### src/rtl/keyvault_pkg.sv
package keyvault_pkg;

  localparam int NUM_KEY_WORDS = 9;
  localparam int KIDX_W = $clog2(NUM_KEY_WORDS);

  // Word indices (byte offset / 4) of the register map
  localparam int IDX_STATUS = 0;
  localparam int IDX_CTRL   = 1;
  localparam int IDX_PGM    = 2;
  localparam int IDX_SUM    = 3;
  localparam int IDX_KEY0   = 4;
  localparam int IDX_KEYTOP = IDX_KEY0 + NUM_KEY_WORDS - 1;
  localparam int IDX_ERREN  = 13;
  localparam int IDX_ISR    = 14;
  localparam int IDX_IMR    = 15;
  localparam int IDX_IER    = 16;
  localparam int IDX_IDR    = 17;
  localparam int IDX_LOCK   = 19;

  localparam logic [31:0] PGM_MAGIC = 32'h757B_DF0D;
  localparam logic [31:0] CRC_POLY  = 32'h82F6_3B78;

  typedef struct packed {
    logic              keyWr;
    logic [KIDX_W-1:0] keyIdx;
    logic              zeroAll;
    logic              clrTop;
    logic              crcStart;
  } kvStrobe_t;

endpackage

### src/rtl/keyvault_dp.sv
module keyvault_dp
  import keyvault_pkg::*;
#(
  parameter int WORD_W = 32,
  parameter int NUM_WORDS = NUM_KEY_WORDS,
  parameter logic [WORD_W-1:0] POLY = CRC_POLY
) (
  input  logic              clk,
  input  logic              rstN,
  input  kvStrobe_t         stb,
  input  logic [WORD_W-1:0] wrData,
  input  logic              cfgPad,
  output logic [WORD_W-1:0] topWord,
  output logic              crcBusy,
  output logic              crcFinish,
  output logic              crcMatch
);

  localparam int CRC_WORDS = NUM_WORDS - 1;
  localparam int BIT_W     = $clog2(WORD_W);
  localparam int BITS_RAW  = CRC_WORDS * WORD_W;
  localparam int BITS_PAD  = BITS_RAW + WORD_W;
  localparam int CNT_W     = $clog2(BITS_PAD + 1);

  logic [WORD_W-1:0] keyMem [NUM_WORDS];

  // Key storage: deliberately no reset, contents survive controller reset
  for (genvar i = 0; i < NUM_WORDS; i++) begin : g_word
    logic clearThis;
    if (i < NUM_WORDS - 1) begin : g_body
      assign clearThis = stb.zeroAll;
    end else begin : g_top
      assign clearThis = stb.zeroAll && stb.clrTop;
    end
    always_ff @(posedge clk) begin
      if (clearThis) keyMem[i] <= '0;
      else if (stb.keyWr && stb.keyIdx == KIDX_W'(i)) keyMem[i] <= wrData;
    end
  end

  assign topWord = keyMem[NUM_WORDS-1];

  // Bit-serial CRC engine
  logic              busyQ, padQ;
  logic [CNT_W-1:0]  bitCnt, dataIdx, wordSel, lastIdx;
  logic [BIT_W-1:0]  bitSel;
  logic [WORD_W-1:0] crcQ, sumQ, curWord, crcNext;
  logic              inPad, inBit, lastBit;

  assign inPad   = padQ && (bitCnt < CNT_W'(WORD_W));
  assign dataIdx = padQ ? bitCnt - CNT_W'(WORD_W) : bitCnt;
  assign wordSel = dataIdx >> BIT_W;
  assign bitSel  = dataIdx[BIT_W-1:0];
  assign lastIdx = padQ ? CNT_W'(BITS_PAD - 1) : CNT_W'(BITS_RAW - 1);
  assign lastBit = bitCnt == lastIdx;

  always_comb begin
    curWord = '0;
    for (int w = 0; w < CRC_WORDS; w++) begin
      if (wordSel == CNT_W'(w)) curWord = keyMem[w];
    end
  end

  assign inBit   = inPad ? 1'b0 : curWord[bitSel];
  assign crcNext = (crcQ >> 1) ^ ((crcQ[0] ^ inBit) ? POLY : '0);

  assign crcBusy   = busyQ;
  assign crcFinish = busyQ && lastBit;
  assign crcMatch  = ~crcNext == sumQ;

  always_ff @(posedge clk or negedge rstN) begin
    if (!rstN) begin
      busyQ  <= 1'b0;
      padQ   <= 1'b0;
      bitCnt <= '0;
      crcQ   <= '1;
      sumQ   <= '0;
    end else if (stb.crcStart) begin
      busyQ  <= 1'b1;
      padQ   <= cfgPad;
      bitCnt <= '0;
      crcQ   <= '1;
      sumQ   <= wrData;
    end else if (busyQ) begin
      crcQ   <= crcNext;
      bitCnt <= bitCnt + 1'b1;
      if (lastBit) busyQ <= 1'b0;
    end
  end

endmodule

### src/rtl/keyvault_ctl.sv
module keyvault_ctl
  import keyvault_pkg::*;
#(
  parameter int ADDR_W = 8,
  parameter int WORD_W = 32
) (
  input  logic              clk,
  input  logic              rstN,
  input  logic              psel,
  input  logic              penable,
  input  logic              pwrite,
  input  logic [ADDR_W-1:0] paddr,
  input  logic [WORD_W-1:0] pwdata,
  input  logic              cfgStrict,
  input  logic [WORD_W-1:0] topWord,
  input  logic              crcBusy,
  input  logic              crcFinish,
  input  logic              crcMatch,
  output kvStrobe_t         stb,
  output logic [WORD_W-1:0] prdata,
  output logic              pslverr,
  output logic              irq
);

  localparam int IDX_W = ADDR_W - 2;

  logic [IDX_W-1:0] regIdx, keyOff;
  logic aligned, access, wrAcc, mapped, isKey, isTop, magicHit;
  logic selStatus, selCtrl, selPgm, selSum, selErrEn;
  logic selIsr, selImr, selIer, selIdr, selLock;
  logic pgmMode, zeroized, crcDone, crcPass, lockTop, errEn, isrBit, imrBit;

  assign regIdx  = paddr[ADDR_W-1:2];
  assign aligned = paddr[1:0] == 2'b00;
  assign access  = psel && penable;
  assign wrAcc   = access && pwrite;

  assign selStatus = aligned && regIdx == IDX_W'(IDX_STATUS);
  assign selCtrl   = aligned && regIdx == IDX_W'(IDX_CTRL);
  assign selPgm    = aligned && regIdx == IDX_W'(IDX_PGM);
  assign selSum    = aligned && regIdx == IDX_W'(IDX_SUM);
  assign selErrEn  = aligned && regIdx == IDX_W'(IDX_ERREN);
  assign selIsr    = aligned && regIdx == IDX_W'(IDX_ISR);
  assign selImr    = aligned && regIdx == IDX_W'(IDX_IMR);
  assign selIer    = aligned && regIdx == IDX_W'(IDX_IER);
  assign selIdr    = aligned && regIdx == IDX_W'(IDX_IDR);
  assign selLock   = aligned && regIdx == IDX_W'(IDX_LOCK);

  assign isKey  = aligned && regIdx >= IDX_W'(IDX_KEY0) && regIdx <= IDX_W'(IDX_KEYTOP);
  assign keyOff = regIdx - IDX_W'(IDX_KEY0);
  assign isTop  = isKey && keyOff == IDX_W'(NUM_KEY_WORDS - 1);
  assign mapped = aligned && (regIdx <= IDX_W'(IDX_IDR) || regIdx == IDX_W'(IDX_LOCK));

  assign magicHit = selPgm && pwdata == WORD_W'(PGM_MAGIC);

  // Strobes to the datapath
  assign stb.zeroAll  = wrAcc && ((selCtrl && pwdata[0]) || magicHit);
  assign stb.clrTop   = cfgStrict;
  assign stb.keyIdx   = keyOff[KIDX_W-1:0];
  assign stb.keyWr    = wrAcc && isKey && pgmMode && !(isTop && lockTop);
  assign stb.crcStart = wrAcc && selSum && pgmMode && !crcBusy;

  always_ff @(posedge clk or negedge rstN) begin
    if (!rstN) begin
      pgmMode  <= 1'b0;
      zeroized <= 1'b0;
      crcDone  <= 1'b0;
      crcPass  <= 1'b0;
      lockTop  <= 1'b0;
      errEn    <= 1'b0;
      isrBit   <= 1'b0;
      imrBit   <= 1'b1;
    end else begin
      if (stb.zeroAll) zeroized <= 1'b1;
      else if (stb.keyWr && pwdata != '0 && (!isTop || cfgStrict)) zeroized <= 1'b0;

      if (wrAcc && magicHit) pgmMode <= 1'b1;

      if (stb.crcStart) begin
        crcDone <= 1'b0;
        crcPass <= 1'b0;
      end else if (crcFinish) begin
        crcDone <= 1'b1;
        crcPass <= crcMatch;
      end

      if (wrAcc && selErrEn) errEn <= pwdata[0];

      if (access && !mapped && errEn) isrBit <= 1'b1;
      else if (wrAcc && selIsr && pwdata[0]) isrBit <= 1'b0;

      if (wrAcc && selIer && pwdata[0]) imrBit <= 1'b0;
      else if (wrAcc && selIdr && pwdata[0]) imrBit <= 1'b1;

      if (wrAcc && selLock && pwdata[0] && !cfgStrict) lockTop <= 1'b1;
    end
  end

  always_comb begin
    prdata = '0;
    if (selStatus) prdata[9:0] = {crcPass, crcDone, 3'b000, zeroized, 3'b000, pgmMode};
    else if (isTop && !cfgStrict) prdata = topWord;
    else if (selErrEn) prdata[0] = errEn;
    else if (selIsr) prdata[0] = isrBit;
    else if (selImr) prdata[0] = imrBit;
    else if (selLock) prdata[0] = lockTop;
  end

  assign pslverr = access && !mapped && errEn;
  assign irq     = isrBit && !imrBit;

endmodule

### src/rtl/keyvault_ctrl.sv
module keyvault_ctrl
  import keyvault_pkg::*;
(
  input  logic        clk,
  input  logic        rstN,
  input  logic        psel,
  input  logic        penable,
  input  logic        pwrite,
  input  logic [7:0]  paddr,
  input  logic [31:0] pwdata,
  output logic [31:0] prdata,
  output logic        pready,
  output logic        pslverr,
  output logic        irq,
  input  logic        cfgStrict
);

  kvStrobe_t   stb;
  logic [31:0] topWord;
  logic        crcBusy, crcFinish, crcMatch;

  assign pready = 1'b1;

  keyvault_ctl #(.ADDR_W(8), .WORD_W(32)) u_ctl (
    .clk(clk), .rstN(rstN), .psel(psel), .penable(penable), .pwrite(pwrite),
    .paddr(paddr), .pwdata(pwdata), .cfgStrict(cfgStrict), .topWord(topWord),
    .crcBusy(crcBusy), .crcFinish(crcFinish), .crcMatch(crcMatch),
    .stb(stb), .prdata(prdata), .pslverr(pslverr), .irq(irq)
  );

  keyvault_dp #(.WORD_W(32), .NUM_WORDS(NUM_KEY_WORDS)) u_dp (
    .clk(clk), .rstN(rstN), .stb(stb), .wrData(pwdata), .cfgPad(cfgStrict),
    .topWord(topWord), .crcBusy(crcBusy), .crcFinish(crcFinish), .crcMatch(crcMatch)
  );

endmodule

### config.mk
export PLATFORM = sky130hd
export DESIGN_NAME = keyvault_ctrl
export DESIGN_NICKNAME = d
export VERILOG_FILES = /design/src/rtl/keyvault_pkg.sv /design/src/rtl/keyvault_dp.sv /design/src/rtl/keyvault_ctl.sv /design/src/rtl/keyvault_ctrl.sv
export SDC_FILE = /design/constraint.sdc
export NUM_CORES = 1
export LEC_CHECK = 0
export BUFFER_PORTS_ARGS = -buffer_cell sky130_fd_sc_hd__buf_2
export CAP_MARGIN = 20
export CORE_MARGIN = 2
export CORE_UTILIZATION = 31
export CTS_BUF_LIST = sky130_fd_sc_hd__clkbuf_4 sky130_fd_sc_hd__clkbuf_8 sky130_fd_sc_hd__clkbuf_16
export DETAILED_ROUTE_END_ITERATION = 12
export PLACE_DENSITY_LB_ADDON = 0.25
export REMOVE_ABC_BUFFERS = 1
export SKIP_CTS_REPAIR_TIMING = 1
export SLEW_MARGIN = 20
export SYNTH_ARGS = -nofsm -noshare
export SYNTH_HDL_FRONTEND = slang
export SYNTH_HIERARCHICAL = 1
export SYNTH_SLANG_ARGS = --single-unit
### constraint.sdc
create_clock -name clk -period 6 [get_ports clk]
set_input_delay 1.2 -clock clk [delete_from_list [all_inputs] [get_ports clk]]
set_output_delay 1.2 -clock clk [all_outputs]
set_load 0.1 [all_outputs]
* Word-level counts from Yosys, hierarchy flattened *
Memory sizes are Yosys's and may differ from the RTL's.
Index checks and enable logic that the tools add are counted.

word-level totals
  input port bits = 46
  memory bits (writable) = 288
  output and inout bits = 35
  register bits after elaboration = 83
  logic and storage cells = 215
  memories kept = 1

memories
  memory       words  bits a word  read ports  clocked after memory_dff  wr ports  line               text
  u_dp.keyMem  9      32           9           0                         9         keyvault_dp.sv:25  logic [WORD_W-1:0] keyMem [NUM_WORDS];

operators by class
  mux-type cells = 79
  eq/ne operators = 28
  $add $sub $neg = 3
  reduce and logical (&&, ||, !) cells = 74
  $lt $le $gt $ge = 5
  bitwise gates (word level) = 12

operators with widths
  operator              count
  $mux 32               20
  $logic_and 1x1->1     55
  $mux 1                51
  $mux 9                4
  $eq 32x31->1 const B  1
  $eq 32x32->1          1
  $eq 4x3->1 const B    8
  $not 32->32           1
  $reduce_bool 32->1    1
  $xor 31x32->32        1
  $mux 31               1
  $eq 6x4->1 const B    4
  $mux 22               1
  $eq 6x5->1 const B    3
  $eq 4x2->1 const B    4
  $eq 6x2->1 const B    2
  $mux 10               1
  $reduce_bool 2->1     5
  $add 9x1->9 const B   1
  $eq 9x9->1            1
  $logic_not 9->1       1
  $lt 9x6->1 const B    1
  $or 1x1->1            9
  $sub 9x6->9 const B   1
  other kinds (15)      23

* Logic depth before layout (Yosys ltp) *
  depth after elaboration = 21
  depth in mapped cells = 21
  gate-level depth less buffers = 14

* By module *
Netlist, hierarchy kept.

by module, submodules not included
  module         area each (sq um)  seq. area each (sq um)  cells each  times used
  keyvault_dp    19404.9            10565.1                 1586        1
  keyvault_ctl   1081.0             201.4                   141         1
  keyvault_ctrl  11.3               0.0                     2           1

* Worst setup path after synthesis *
OpenSTA, ideal clock, no wires.

  path type = in2out
  from = input port paddr[4]
  to = output port prdata[4]
  required time = 4.800 ns
  slack = 0.285 ns
  data arrival time = 4.515 ns
  buffers on the path = 0
  stages on the path = 6
  cells stage by stage = inv_1 ha_1 o22a_1 nor4_4 or3b_4 o21ai_0

between the ends
  longest elaborated chain between the ends = 7
  elaborated cells on any way between the ends = 12
  classes of those cells = add/sub: 1; order compare: 2; eq/ne: 1; mux: 2; reduce/logical: 6

ends and longest elaborated chain
  item                                                                 line                 text
  start: declaration                                                   keyvault_ctrl.sv:9   input logic [7:0] paddr,
  parallel branches: the longest is 6 deep, another holds $sub 6x3->6  --
  $mux 10 *                                                            keyvault_ctl.sv:101  if (selStatus) prdata[9:0] = {crcPass, crcDone, 3'b000, zeroized, 3'b000, pgmMode};
  end: declaration                                                     keyvault_ctrl.sv:11  output logic [31:0] prdata,

Every way passes the cells marked *.

* Worst setup path after layout *
  from = register u_dp.bitCnt[6]
  to = register u_ctl.crcPass

between the ends
  longest elaborated chain between the ends = 21
  elaborated cells on any way between the ends = 33
  classes of those cells = add/sub: 1; order compare: 1; eq/ne: 9; mux: 15; bitwise: 3; reduce/logical: 4

ends and longest elaborated chain
  item                          line                 text
  start: declaration            keyvault_dp.sv:45    logic [CNT_W-1:0] bitCnt, dataIdx, wordSel, lastIdx;
  start signal: assignment      keyvault_dp.sv:86    bitCnt <= bitCnt + 1'b1;
  $sub 9x6->9                   keyvault_dp.sv:51    assign dataIdx = padQ ? bitCnt - CNT_W'(WORD_W) : bitCnt;
  $mux 9                        keyvault_dp.sv:51
  $logic_not 9->1               keyvault_dp.sv:60    if (wordSel == CNT_W'(w)) curWord = keyMem[w];
  $mux 32 (8 in a row)          keyvault_dp.sv:60
  $bmux 1 s5                    keyvault_dp.sv:64    assign inBit = inPad ? 1'b0 : curWord[bitSel];
  $mux 1 (not written as such)  keyvault_dp.sv:64
  $mux 1 *                      keyvault_dp.sv:64
  $xor 1x1->1 *                 keyvault_dp.sv:65    assign crcNext = (crcQ >> 1) ^ ((crcQ[0] ^ inBit) ? POLY : '0);
  $mux 32 *                     keyvault_dp.sv:65
  $xor 31x32->32 *              keyvault_dp.sv:65
  $not 32->32 *                 keyvault_dp.sv:69    assign crcMatch = ~crcNext == sumQ;
  $eq 32x32->1 *                keyvault_dp.sv:69
  via crcMatch                  keyvault_ctrl.sv:20  logic crcBusy, crcFinish, crcMatch;
  $mux 1 *                      keyvault_ctl.sv:82   end else if (crcFinish) begin
  $mux 1 *                      keyvault_ctl.sv:79   if (stb.crcStart) begin
  end signal: assignment        keyvault_ctl.sv:84   crcPass <= crcMatch;
  end: declaration              keyvault_ctl.sv:31   logic pgmMode, zeroized, crcDone, crcPass, lockTop, errEn, isrBit, imrBit;

The timed path passes the listed nets; every way through them passes the cells marked *. The select of a mux whose other input is x is not followed.
A chain may end at the register's enable or synchronous reset.

==> metrics.yaml <==
crit_start: "u_dp/bitCnt[6]"
hold_violations: 0
fin_crit_ns: 4.90
drt_pass1_iterations: 5
clock_sinks: 371
post_synth_most_frequent_cells: "sky130_fd_sc_hd__and2_1 (321), sky130_fd_sc_hd__edfxtp_1 (288), sky130_fd_sc_hd__mux2i_1 (110)"
die-area_um2: 68200
slew_violations: 0
synthToLayoutAreaGrowth_pct: 13.3
overflow: 0
timing.clock.skew_ns: 0.0162
finish.net_count: 1838
worst_setup_path_start_kind: "flop"
most_common_cell_in_the_netlist: "sky130_fd_sc_hd__and2_1"
synth_seq_area_share: 0.525
worstSkewPairLatency_ns: 0.59
worst_hold_slack_ns: 0.503
initial_utilization: 0.312
grt_pass1_vias: 15000
groute.usage.overall: 0.201
crit-reg2reg-launch: "u_dp/bitCnt[6]"
vdd_drop_max_uv: 199
synth_compound_gate_area_share: 0.124
final_weighted_congestion_of_routability_driven_global_placement: 0.965
route.detailed.vias_per_inst: 5.55
clkTransAtPathRegs_ns: 0.06
muxShareOfSynthArea: 0.0977
layout_worst_path_cycle_share: 0.817
crit_path_cell_trace: "inv_2 > ha_4 > and2_4 > nor2_2 > buf_4 > mux2_2 > a222oi_1 > a2111oi_0 > o211ai_1 > a211oi_2 > nand3_2 > a21bo_1 > a2111oi_2 > mux2i_1 > nor2_1"
synthesis.yosys.warnings: 6
synth-xor-area-share: 0.0314
vias: 14900
grt_first_pass_wirelength_um: 102000
drtIter0Drc: 1495
average_cell_area_after_synthesis_um2: 11.9
core_area_um2: 65600
power.static_leakage_nw: 9.22
cts_made_buffers: 43
post_synth_edffs: 288
timing.critical_path.required_ns: 6.51
core.rowCount: 94
htree_num_levels: 2
max_freq_ghz: 0.204
timing_worst_slew_pin_value_ns: 1.07
route.antenna.remaining_nets: 0
cts-root-buf: "sky130_fd_sc_hd__clkbuf_16"
max-cap-violations: 0
grt_setup_unrepaired: "no"
worstSetupEndpointType: "flop"
setup_viol: 0
wire_per_inst_um: 25.6
synth-simple-area-share: 0.178
synth_largest_area_cell: "sky130_fd_sc_hd__edfxtp_1"
hpwl_um: 45600
post_synth_fa_ha_maj_area_fraction: 0.00427
arrival_ns: 5.41
floorplan.die.width_um: 261
post-layout-total-power_mw: 5.45
largest_net_degree_at_the_start_of_global_routing: 66
slowest_stage: "sky130_fd_sc_hd__nor2_2"
synth.ff_latch_count: 371
fp.dieH_um: 261
power_density_nw_per_um2: 235
io_buffer_count: 79
timing.critical_path.slowest_cell_delay_ns: 0.63
type_of_the_most_critical_hold_path: "primary input to asynchronous set/reset pin"
drt_wl_total_um: 68600
path_max_fanout: 27
yosys-top-cells-area: "sky130_fd_sc_hd__edfxtp_1 (42%), sky130_fd_sc_hd__and2_1 (9.8%), sky130_fd_sc_hd__dfrtp_1 (6.1%), sky130_fd_sc_hd__mux2i_1 (5.4%), sky130_fd_sc_hd__dfstp_2 (4.2%)"
netlist_area_um2: 20500
ctsLongestPathBuffers: 3
floorplan.io_pins: 81
max-slew-margin-rel: 0.284
timing_worst_setup_path_type: "flop to flop"
grt_antenna_before_repair: 2
fraction_of_post_synthesis_cell_area_in_the_top_cell_type_by_area: 0.422
post_synth_inst_count: 1729
drc: 0
ys.flop_type: "sky130_fd_sc_hd__edfxtp_1"
synth_top_family_by_area: "simple AND/OR/NAND/NOR gates"
async_reset_ff_frac: 0.224
clock_tree_from_tritoncts: "done"
synth.lib_cells_used.distinct: 108
fraction_of_layout_instances_using_a_drive_strength_above_1: 0.197
run_status: "finished clean"
-- worst max-delay path, delay by kind of cell (launching register included) --
family / cells / cell delay (ns)
AOI/OAI and AO/OA: 6 / 1.95
adders and majority gates: 1 / 0.36
buffers and inverters: 2 / 0.46
muxes: 2 / 0.28
DFF: 1 / 0.48
and+or+nand+nor: 4 / 1.26
-- cells in the final DEF, fill, tap and decap left out, drive strengths merged, types with 15 or more instances in the layout --
cell type,synthesis,routed
a211oi,20,20
a21oi,76,76
a221oi,22,22
a22oi,22,22
and2,322,322
buf,60,133
clkbuf,62,55
clkinv,2,22
dfrtp,50,50
dfstp,33,33
edfxtp,288,288
inv,25,26
mux2,36,36
mux2i,110,110
mux4,22,22
nand2,83,83
nand2b,18,18
nand3,26,26
nand4,15,15
nor2,72,72
nor3,19,19
nor4,18,18
o21ai,49,49
o22ai,24,24
xnor2,19,19
xor2,19,19
-- registers in the layout, summed over array words and instances (netlist names), 9 cells and up --
signal	count
u_dp/keyMem	288
u_dp/bitCnt	9
u_dp/sumQ	32
u_dp/crcQ	32
-- through the flow --
step,area [um^2],setup slack [ns],TNS (ns),std cells,util
3_3_place_gp,21900,1.22,0,2604,0.333
5_1_grt,23200,0.922,0,2684,0.354
4_1_cts,23200,1.17,0,2684,0.354
6_report,23200,1.10,0,2686,0.354
3_5_place_dp,21900,1.18,0,2604,0.333
2_1_floorplan,19800,-2.84,-144.37,1607,-
-- logic make-up (layout without fill, tap and decap cells) --
group / after synthesis / after routing
AOI/OAI and AO/OA: 354 / 354
and+or+nand+nor: 628 / 628
other: 1 / 3
DFF: 371 / 371
adders and majority gates: 7 / 7
xor gates and xnor gates: 51 / 51
buffers and inverters: 149 / 240
muxes: 168 / 168
-- per-layer routing --
layer,global-route usage,vias up,wire (um),part of all wire
met5,0,-,0,0
met4,0.0622,0,1700,0.025
met3,0.0254,100,3680,0.054
met2,0.330,538,32500,0.47
met1,0.277,7690,30800,0.45
li1,-,6583,-,-
-- final timing paths --
| path | slack [ns] | cells after the start | to |
|---|---|---|---|
| max in group asynchronous | 4.28 | 2 | u_dp/padQ |
| min | 0.50 | 1 | u_dp/sumQ[3] |
| max reg2reg | 1.10 | 15 | u_ctl/crcPass |
| min reg2reg | 0.52 | 2 | u_ctl/crcDone |
| max | 1.10 | 15 | u_ctl/crcPass |
| min in group clk | 0.52 | 2 | u_ctl/crcDone |
-- final cells by class --
type / count / area, um^2
multi-input cells: 1209 / 9100
clock buffers: 55 / 1180
fillers: 6492 / 42400
inverters: 27 / 101
diodes: 2 / 5.00
repair buffers: 133 / 803
flip-flops and latches: 371 / 10800
clock inverters: 25 / 184
well taps: 864 / 1080
-- where the power goes --
group	internal, mW	switching (mW)
logic	0.0245	0.108
registers	2.74	0.000707
clock network	1.48	1.10
total	4.25	1.20
Power figures use the tool's default switching activity.
